`src/rtl/tmr_pkg.sv`:
```
package tmr_pkg;
  localparam int DIV_SEL_W = 2;
  localparam int PSC_W     = 3;
  localparam int CTRL_W    = 6;

  typedef enum logic [2:0] {
    A_CTRL   = 3'd0,
    A_PERIOD = 3'd1,
    A_CMP1   = 3'd2,
    A_COUNT  = 3'd3,
    A_CLEAR  = 3'd4
  } reg_addr_e;

  localparam int B_RUN = 2;
  localparam int B_OE  = 3;
  localparam int B_IE1 = 4;
  localparam int B_IE0 = 5;

  // last prescaler phase for a divide-by-2^sel tick
  function automatic logic [PSC_W-1:0] psc_last(input logic [DIV_SEL_W-1:0] sel);
    return PSC_W'((32'd1 << sel) - 32'd1);
  endfunction
endpackage

```
`src/rtl/tmr_prescaler.sv`:
```
module tmr_prescaler
  import tmr_pkg::*;
(
  input  logic                 clk,
  input  logic                 rst_n,
  input  logic                 run,
  input  logic                 restart,
  input  logic [DIV_SEL_W-1:0] div_sel,
  output logic                 tick
);
  logic [PSC_W-1:0] phase_q;
  logic [PSC_W-1:0] last;
  logic             at_end;

  assign last   = psc_last(div_sel);
  assign at_end = (phase_q >= last);
  assign tick   = run && !restart && at_end;

  always_ff @(posedge clk) begin
    if (!rst_n || restart || !run) phase_q <= '0;
    else if (at_end)               phase_q <= '0;
    else                           phase_q <= phase_q + PSC_W'(1);
  end
endmodule

```
`src/rtl/tmr_counter.sv`:
```
module tmr_counter #(
  parameter int CNT_W = 16
) (
  input  logic             clk,
  input  logic             rst_n,
  input  logic             run,
  input  logic             tick,
  input  logic             cnt_wr,
  input  logic [CNT_W-1:0] cnt_wdata,
  input  logic [CNT_W-1:0] per_stage,
  input  logic [CNT_W-1:0] cmp1_stage,
  output logic [CNT_W-1:0] cnt_q,
  output logic [CNT_W-1:0] per_act,
  output logic [CNT_W-1:0] cmp1_act,
  output logic             wrap,
  output logic [CNT_W-1:0] cnt_nxt,
  output logic [CNT_W-1:0] per_nxt,
  output logic [CNT_W-1:0] cmp1_nxt
);
  logic load_shadow;

  function automatic logic [CNT_W-1:0] step(input logic [CNT_W-1:0] c,
                                            input logic rollover);
    return rollover ? '0 : c + CNT_W'(1);
  endfunction

  assign wrap        = tick && (cnt_q >= per_act);
  assign cnt_nxt     = step(cnt_q, wrap);
  assign load_shadow = !run || wrap;
  assign per_nxt     = load_shadow ? per_stage  : per_act;
  assign cmp1_nxt    = load_shadow ? cmp1_stage : cmp1_act;

  always_ff @(posedge clk) begin
    if (!rst_n) begin
      cnt_q    <= '0;
      per_act  <= '1;
      cmp1_act <= '1;
    end else begin
      if (cnt_wr)    cnt_q <= cnt_wdata;
      else if (tick) cnt_q <= cnt_nxt;
      per_act  <= per_nxt;
      cmp1_act <= cmp1_nxt;
    end
  end
endmodule

```
`src/rtl/tmr_compare.sv`:
```
module tmr_compare #(
  parameter int CNT_W = 16
) (
  input  logic             clk,
  input  logic             rst_n,
  input  logic             tick,
  input  logic             cnt_wr,
  input  logic [CNT_W-1:0] cnt_nxt,
  input  logic [CNT_W-1:0] per_nxt,
  input  logic [CNT_W-1:0] cmp1_nxt,
  input  logic             clr0,
  input  logic             clr1,
  output logic             out_q,
  output logic             flag0,
  output logic             flag1
);
  logic ch0_hit;
  logic ch1_hit;

  assign ch0_hit = tick && (cnt_nxt == per_nxt);
  assign ch1_hit = tick && (cmp1_nxt <= per_nxt) && (cnt_nxt == cmp1_nxt);

  always_ff @(posedge clk) begin
    if (!rst_n) begin
      out_q <= 1'b0;
      flag0 <= 1'b0;
      flag1 <= 1'b0;
    end else begin
      if (cnt_wr)    out_q <= 1'b0;
      else if (tick) out_q <= ch0_hit;
      // a new match wins over a simultaneous clear
      if (ch0_hit)   flag0 <= 1'b1;
      else if (clr0) flag0 <= 1'b0;
      if (ch1_hit)   flag1 <= 1'b1;
      else if (clr1) flag1 <= 1'b0;
    end
  end
endmodule

```
`src/rtl/upcount_timer.sv`:
```
module upcount_timer
  import tmr_pkg::*;
#(
  parameter int CNT_W = 16
) (
  input  logic             clk,
  input  logic             rst_n,
  input  logic             wr_en,
  input  logic [2:0]       wr_addr,
  input  logic [CNT_W-1:0] wr_data,
  output logic [CNT_W-1:0] cnt_o,
  output logic             cmp_out,
  output logic             flag0_o,
  output logic             flag1_o,
  output logic             irq0,
  output logic             irq1
);
  logic [CTRL_W-1:0] ctrl_q;
  logic [CNT_W-1:0]  per_stage, cmp1_stage;
  logic [CNT_W-1:0]  cnt_q, per_act, cmp1_act, cnt_nxt, per_nxt, cmp1_nxt;
  logic              run, oe, tick, wrap, cnt_wr, clr0, clr1;
  logic              out_q, flag0, flag1;

  assign run    = ctrl_q[B_RUN];
  assign oe     = ctrl_q[B_OE];
  assign cnt_wr = wr_en && (wr_addr == A_COUNT);
  assign clr0   = wr_en && (wr_addr == A_CLEAR) && wr_data[0];
  assign clr1   = wr_en && (wr_addr == A_CLEAR) && wr_data[1];

  always_ff @(posedge clk) begin
    if (!rst_n) begin
      ctrl_q     <= '0;
      per_stage  <= '1;
      cmp1_stage <= '1;
    end else if (wr_en) begin
      if (wr_addr == A_CTRL)   ctrl_q     <= wr_data[CTRL_W-1:0];
      if (wr_addr == A_PERIOD) per_stage  <= wr_data;
      if (wr_addr == A_CMP1)   cmp1_stage <= wr_data;
    end
  end

  tmr_prescaler u_psc (
    .clk(clk), .rst_n(rst_n), .run(run), .restart(cnt_wr),
    .div_sel(ctrl_q[DIV_SEL_W-1:0]), .tick(tick)
  );

  tmr_counter #(.CNT_W(CNT_W)) u_cnt (
    .clk(clk), .rst_n(rst_n), .run(run), .tick(tick),
    .cnt_wr(cnt_wr), .cnt_wdata(wr_data),
    .per_stage(per_stage), .cmp1_stage(cmp1_stage),
    .cnt_q(cnt_q), .per_act(per_act), .cmp1_act(cmp1_act), .wrap(wrap),
    .cnt_nxt(cnt_nxt), .per_nxt(per_nxt), .cmp1_nxt(cmp1_nxt)
  );

  tmr_compare #(.CNT_W(CNT_W)) u_cmp (
    .clk(clk), .rst_n(rst_n), .tick(tick), .cnt_wr(cnt_wr),
    .cnt_nxt(cnt_nxt), .per_nxt(per_nxt), .cmp1_nxt(cmp1_nxt),
    .clr0(clr0), .clr1(clr1),
    .out_q(out_q), .flag0(flag0), .flag1(flag1)
  );

  assign cnt_o   = cnt_q;
  assign cmp_out = out_q && oe;
  assign flag0_o = flag0;
  assign flag1_o = flag1;
  assign irq0    = flag0 && ctrl_q[B_IE0];
  assign irq1    = flag1 && ctrl_q[B_IE1];
endmodule

```
`config.mk`:
```
export PLATFORM = sky130hd
export DESIGN_NAME = upcount_timer
export DESIGN_NICKNAME = d
export VERILOG_FILES = /design/src/rtl/tmr_pkg.sv /design/src/rtl/tmr_prescaler.sv /design/src/rtl/tmr_counter.sv /design/src/rtl/tmr_compare.sv /design/src/rtl/upcount_timer.sv
export SDC_FILE = /design/constraint.sdc
export NUM_CORES = 1
export LEC_CHECK = 0
export BUFFER_PORTS_ARGS = -buffer_cell sky130_fd_sc_hd__buf_2
export CAP_MARGIN = 10
export CORE_MARGIN = 5
export CORE_UTILIZATION = 55
export DETAILED_ROUTE_END_ITERATION = 16
export PLACE_DENSITY = 0.77
export SLEW_MARGIN = 20
export SYNTH_ARGS = -nofsm -noshare
export SYNTH_HDL_FRONTEND = slang
export SYNTH_SLANG_ARGS = --single-unit
```
`constraint.sdc`:
```
create_clock -name clk -period 4.7 [get_ports clk]
set_clock_uncertainty 0.2 [all_clocks]
set_input_delay 1.175 -clock clk [delete_from_list [all_inputs] [get_ports clk]]
set_output_delay 1.175 -clock clk [all_outputs]
set_load 0.02 [all_outputs]
```
### After elaboration in Yosys (flattened, before gate mapping)

Index checks and enable logic that the tools add are counted.

* output and inout bits: 21
* bits in registers: 92

* eq/ne operators: 6
* shift-type cells: 1
* reductions and logical operators: 28
* add/sub/neg operators: 3
* muxes and demuxes: 9
* bitwise operators: 1
* magnitude comparators: 3

Operator list (number)
* 2-to-1 mux 16 bit: 5
* equality test 16 bit: 2
* adder 16 x 1 -> 16 bit (second input constant): 1
* greater-or-equal comparator 16 bit: 1
* <= comparator 16 bit: 1
* logical AND 1 bit: 13
* equality test 3 x 2 -> 1 bit (second input constant): 2
* AND reduction 2 bit: 3
* nonzero test 2 bit: 3
* 2-to-1 mux 1 bit: 4
* OR reduction 2 bit: 2
* adder 3 x 1 -> 3 bit (second input constant): 1
* equality test 3 x 1 -> 1 bit (second input constant): 1
* equality test 3 bit (second input constant): 1
* greater-or-equal comparator 3 bit: 1
* zero test 1 bit: 3
* zero test 3 bit: 1
* logical OR 1 bit: 3
* left shift 1 x 2 -> 3 bit (first input constant): 1
* subtractor 3 x 1 -> 3 bit (second input constant): 1
* NOT 1 bit: 1

### Longest topological paths before layout

* depth after elaboration: 12
* mapped depth: 21
* depth with buffers taken out: 20

### Modules after synthesis

A second synthesis with hierarchy kept.

* cells, all modules: 658
* area, all modules: 5718.0 sq um

By module, submodules not included
* tmr_counter: area each 2990.4 sq um, cells each 366, instances 1
* upcount_timer: area each 1661.6 sq um, cells each 158, instances 1
* tmr_compare: area each 859.6 sq um, cells each 111, instances 1
* tmr_prescaler: area each 206.4 sq um, cells each 23, instances 1

### Worst setup path before layout

Ideal clock, no wire load.

* path kind: input port to flip-flop
* start point: input port wr_en
* end point: register u_cmp.flag1
* slack: -0.064 ns
* setup time: 0.087 ns
* stages: 17
* buffers on the path: 4
* arrival: 4.477 ns
* cells stage by stage: nor2b_2 > nand3_1 > nand3_1 > a32oi_4 > buf_6 > buf_2 > buf_2 > buf_2 > mux2i_1 > ha_1 > a21o_1 > a21o_1 > a211oi_1 > o211ai_1 > a211oi_1 > nand4_1 > o31ai_1

* cells in the longest elaborated chain, start to end: 11

Ends and longest elaborated chain
* from (decl): RTL line upcount_timer.sv:8 `input logic wr_en,`
* logical AND 1 bit: RTL line upcount_timer.sv:26 `assign cnt_wr = wr_en && (wr_addr == A_COUNT);`
* zero test 1 bit: RTL line tmr_prescaler.sv:17 `assign tick = run && !restart && at_end;`
* logical AND 1 bit (2 in a row): RTL line tmr_prescaler.sv:17
* logical AND 1 bit: RTL line tmr_counter.sv:27 `assign wrap = tick && (cnt_q >= per_act);`
* logical OR 1 bit: RTL line tmr_counter.sv:29 `assign load_shadow = !run || wrap;`
* 2-to-1 mux 16 bit (on tied branches): RTL line tmr_counter.sv:31, tmr_counter.sv:30
* <= comparator 16 bit: RTL line tmr_compare.sv:21 `assign ch1_hit = tick && (cmp1_nxt <= per_nxt) && (cnt_nxt == cmp1_nxt);`
* logical AND 1 bit (2 in a row): RTL line tmr_compare.sv:21
* 2-to-1 mux 1 bit / nonzero test 2 bit (equally long branches)
* to (signal assigned): RTL line tmr_compare.sv:27 `flag1 <= 1'b0;`
* to (signal assigned): RTL line tmr_compare.sv:34 `if (ch1_hit) flag1 <= 1'b1;`
* to (signal assigned): RTL line tmr_compare.sv:35 `else if (clr1) flag1 <= 1'b0;`
* to (decl): RTL line tmr_compare.sv:15 `output logic flag1`

Several ways; a longest one is shown, not always the timed one.
A chain may end at the register's enable or synchronous reset.

### Worst setup path after layout

* start point: register u_cnt.per_act[15]
* end point: register u_cmp.flag1

* cells in the longest elaborated chain, start to end: 8

Ends and longest elaborated chain
* from (decl): RTL line tmr_counter.sv:13 `output logic [CNT_W-1:0] per_act,`
* from (signal assigned): RTL line tmr_counter.sv:41 `per_act <= per_nxt;`
* greater-or-equal comparator 16 bit *: RTL line tmr_counter.sv:27
* logical AND 1 bit *: RTL line tmr_counter.sv:27
* logical OR 1 bit *: RTL line tmr_counter.sv:29
* 2-to-1 mux 16 bit *: RTL line tmr_counter.sv:31 `assign cmp1_nxt = load_shadow ? cmp1_stage : cmp1_act;`
* net cmp1_nxt[14]: RTL line upcount_timer.sv:20 `logic [CNT_W-1:0] cnt_q, per_act, cmp1_act, cnt_nxt, per_nxt, cmp1_nxt;`
* <= comparator 16 bit: RTL line tmr_compare.sv:21
* logical AND 1 bit: RTL line tmr_compare.sv:21
* logical AND 1 bit *: RTL line tmr_compare.sv:21
* 2-to-1 mux 1 bit / nonzero test 2 bit (equally long branches)

Mark *: on every way through the listed nets, which the timed path passes. The rest lies on a longest branch.

==> results.sh <==
export IMPL_gp_congestion=0.960
export IMPL_path_class="reg -> reg"
export IMPL_grt_usage_pct=28.2
export IMPL_critPathBufInv=4
export IMPL_syn_mean_instance_area_um2=7.89
export IMPL_critPathMaxFanout=9
export IMPL_grt_antenna_before_repair=0
export IMPL_outcome="complete, no violations"
export IMPL_period_share_pct=92.9
export IMPL_synth_top_cell_by_area="dfxtp_1"
export IMPL_maxSlewHeadroom_pct=25.6
export IMPL_clock_root_buffer="clkbuf_8"
export IMPL_cap_violations=0
export IMPL_crit_arrival_ns=4.44
export IMPL_clk_insertion_delay_late_ns=0.37
export IMPL_grt_pass1_wl_um=28300
export IMPL_vias_per_cell=6.32
export IMPL_die_w_um=112
export IMPL_crit_family="simple AND/OR/NAND/NOR gates"
export IMPL_hp_class="reg -> reg"
export IMPL_min_period_ns=4.36
export IMPL_synth_cell_type_count=63
export IMPL_synthTopCellsByArea="dfxtp_1 32%, nand2_1 8.5%, ha_1 8.1%"
export IMPL_final_common_cell="nand2_1"
export IMPL_setup_violations=0
export IMPL_drive_gt1_share_pct=14.6
export IMPL_die_area_um2=12500
export IMPL_slowest_delay_ns=0.41
export IMPL_p_leak_nw=2.96
export IMPL_max_vdd_ir_drop_mv=0.179
export IMPL_ys_seq_area_share_pct=32.2
export IMPL_placement_rows=37
export IMPL_required_ns=4.78
export IMPL_ctsLongestPathBuffers=2
export IMPL_cts_hold_buf=0
export IMPL_slew_viol_final=0
export IMPL_drtIter0Drc=746
export IMPL_cts_tree="done"
export IMPL_yosys_most_used_dff="dfxtp_1"
export IMPL_cp_slowest_cell="dfxtp_1"
export IMPL_numCtsBuffers=9
export IMPL_path_clk_slew_ns=0.09
export IMPL_cellPowerDensity_nw_per_um2=264
export IMPL_antenna_cells=0
export IMPL_worst_setup_path_start_kind="register"
export IMPL_synth_nets=784
export IMPL_avgRoutedWirePerCell_um=19.7
export IMPL_grt_pass1_vias=5392
export IMPL_rsz0062_at_grt="no"
export IMPL_grt_max_degree=62
export IMPL_fin_util_pct=62.2
export IMPL_end_kind="register"
export IMPL_synthCells=725
export IMPL_firstDrtPassIters=6
export IMPL_worst_pin_slew_ns=1.11
export IMPL_finalSetupTns_ns=0
export IMPL_synth_edff_count=0
export IMPL_cp_cell_sequence="inv_1, ha_1, nand4_2, nor3_2, nand2_1, a32oi_4, buf_4, buf_4, mux2i_1, inv_1, ha_1, nand4_1, nor4_1, a21oi_1, a211oi_1, nand4_1, o31ai_1"
export IMPL_fmax_mhz=229
export IMPL_h_tree_depth=3
export IMPL_io_buffers=42
export IMPL_hpwl_um=13100
export IMPL_final_nets=822
export IMPL_io_pins=43
export IMPL_initial_core_util_pct=55.9
export IMPL_vias=5709
export IMPL_ys_ff_latch=92
export IMPL_drtAntennaViolNets=0
export IMPL_final_cell_mix="129 x nand2_1, 92 x dfxtp_1, 57 x nor2_1, 47 x nand3_1, 42 x buf_2"
export IMPL_synthesis_area_um2=5720
export IMPL_cts_sinks=92
export IMPL_routed_wl_um=17900
export IMPL_ys_warn_count=0
export IMPL_die_y_um=112
export IMPL_async_reset_ff_share_pct=0
export IMPL_hold_viol=0
export IMPL_grt_overflow_total=0
export IMPL_synth_top_area_share_pct=32.2
export IMPL_fill_cells=898
export IMPL_route_detailed_drc=0
export IMPL_core_area_um2=10200
export IMPL_synthToLayoutAreaGrowth_pct=11.2
-- cell families after synthesis --
logic type	synth area share, %
AO/OA/AOI/OAI	15.0
XOR/XNOR	4.59
adder cells (fa/ha/maj)	8.09
buffers and inverters	5.62
flip-flops	32.2
multiplexers	7.98
AND/OR/NAND/NOR	26.5
-- what timing repair did --
item,in CTS,in global routing
gates resized for setup,0,2
setup endpoints to repair,0,1
endpoints found under the hold margin,0,0
buffers inserted,0,1
-- state kept, by name (all words and copies together), names as in the netlist --
register	count
u_psc.phase_q	3
cmp1_stage	16
u_cmp.out_q	1
per_stage	16
u_cnt.cmp1_act	16
u_cmp.flag0	1
u_cnt.per_act	16
ctrl_q	6
u_cmp.flag1	1
u_cnt.cnt_q	16
-- cell usage after synthesis (3+ instances only) --
master,instances
mux2i_1,33
nor3b_1,5
inv_1,41
a221oi_1,3
a22oi_1,4
xnor2_1,19
and2_1,6
or3_1,4
nor3_1,10
o32ai_1,4
a222oi_1,9
o22ai_1,7
nand2b_1,8
o41ai_1,3
or2_2,9
mux2_2,10
a21o_1,6
a2111oi_0,3
o211ai_1,5
clkbuf_1,28
a21oi_1,39
a211oi_1,5
nand2_1,129
nor4_1,7
a31oi_1,7
nand3_1,47
nand4_1,14
xor2_1,11
ha_1,37
dfxtp_1,92
buf_2,5
o31ai_1,4
and3_1,4
o21ai_0,14
nor2_1,57
-- power breakdown --
group / switching, mW / internal [mW]
registers: 0.0237 / 0.800
clock network: 0.294 / 0.344
logic: 0.131 / 0.0842
total: 0.449 / 1.23
-- stage by stage --
| step | area [um2] | hold slack, ns | power [mW] | worst slack (ns) | instances |
|---|---|---|---|---|---|
| detailed placement | 6110 | 0.239 | 1.05 | 0.149 | 887 |
| CTS | 6340 | 0.259 | 1.67 | 0.390 | 903 |
| floorplan | 5720 | 0.217 | 0.977 | 0.0117 | 725 |
| global route | 6360 | 0.273 | 1.74 | 0.00205 | 904 |
| finish | 6360 | 0.250 | 1.68 | 0.336 | 904 |
| global placement | 6110 | 0.229 | 1.04 | 0.267 | 887 |
-- worst reg2reg max path, cell delays in order, from the launching register on --
cell,delay (ns)
dfxtp_1,0.41
inv_1,0.09
ha_1,0.33
nand4_2,0.17
nor3_2,0.29
nand2_1,0.17
a32oi_4,0.42
buf_4,0.21
buf_4,0.18
mux2i_1,0.37
inv_1,0.12
ha_1,0.31
nand4_1,0.10
nor4_1,0.28
a21oi_1,0.08
a211oi_1,0.24
nand4_1,0.12
o31ai_1,0.22
-- worst paths after layout --
| path | from | to | slack [ns] | cells after the start |
|---|---|---|---|---|
| worst max-delay path | u_cnt.per_act[15] | u_cmp.flag1 | 0.34 | 17 |
| worst min-delay path | u_psc.phase_q[0] | u_psc.phase_q[0] | 0.25 | 1 |
| worst max register to register | u_cnt.per_act[15] | u_cmp.flag1 | 0.34 | 17 |
| worst min register to register | u_psc.phase_q[0] | u_psc.phase_q[0] | 0.25 | 1 |
-- metal layers --
layer | routed length [um] | GRT usage, % | vias to the layer above
met5 | 0 | 0 | -
met4 | 583 | 12.2 | 0
met3 | 1680 | 4.73 | 44
met2 | 8150 | 44.2 | 325
met1 | 7440 | 38.2 | 2708
li1 | - | - | 2632
-- area by class of cell --
class	instances	area, um2	area share, %
clock buffer	13	169	2.65
clock inverter	3	67.6	1.06
inverter	42	158	2.48
multi-input combinational	554	3570	56.1
sequential	92	1840	28.9
tap	136	170	2.67
timing repair buffer	64	388	6.09
Note: power is estimated with default switching activity, not from simulation.
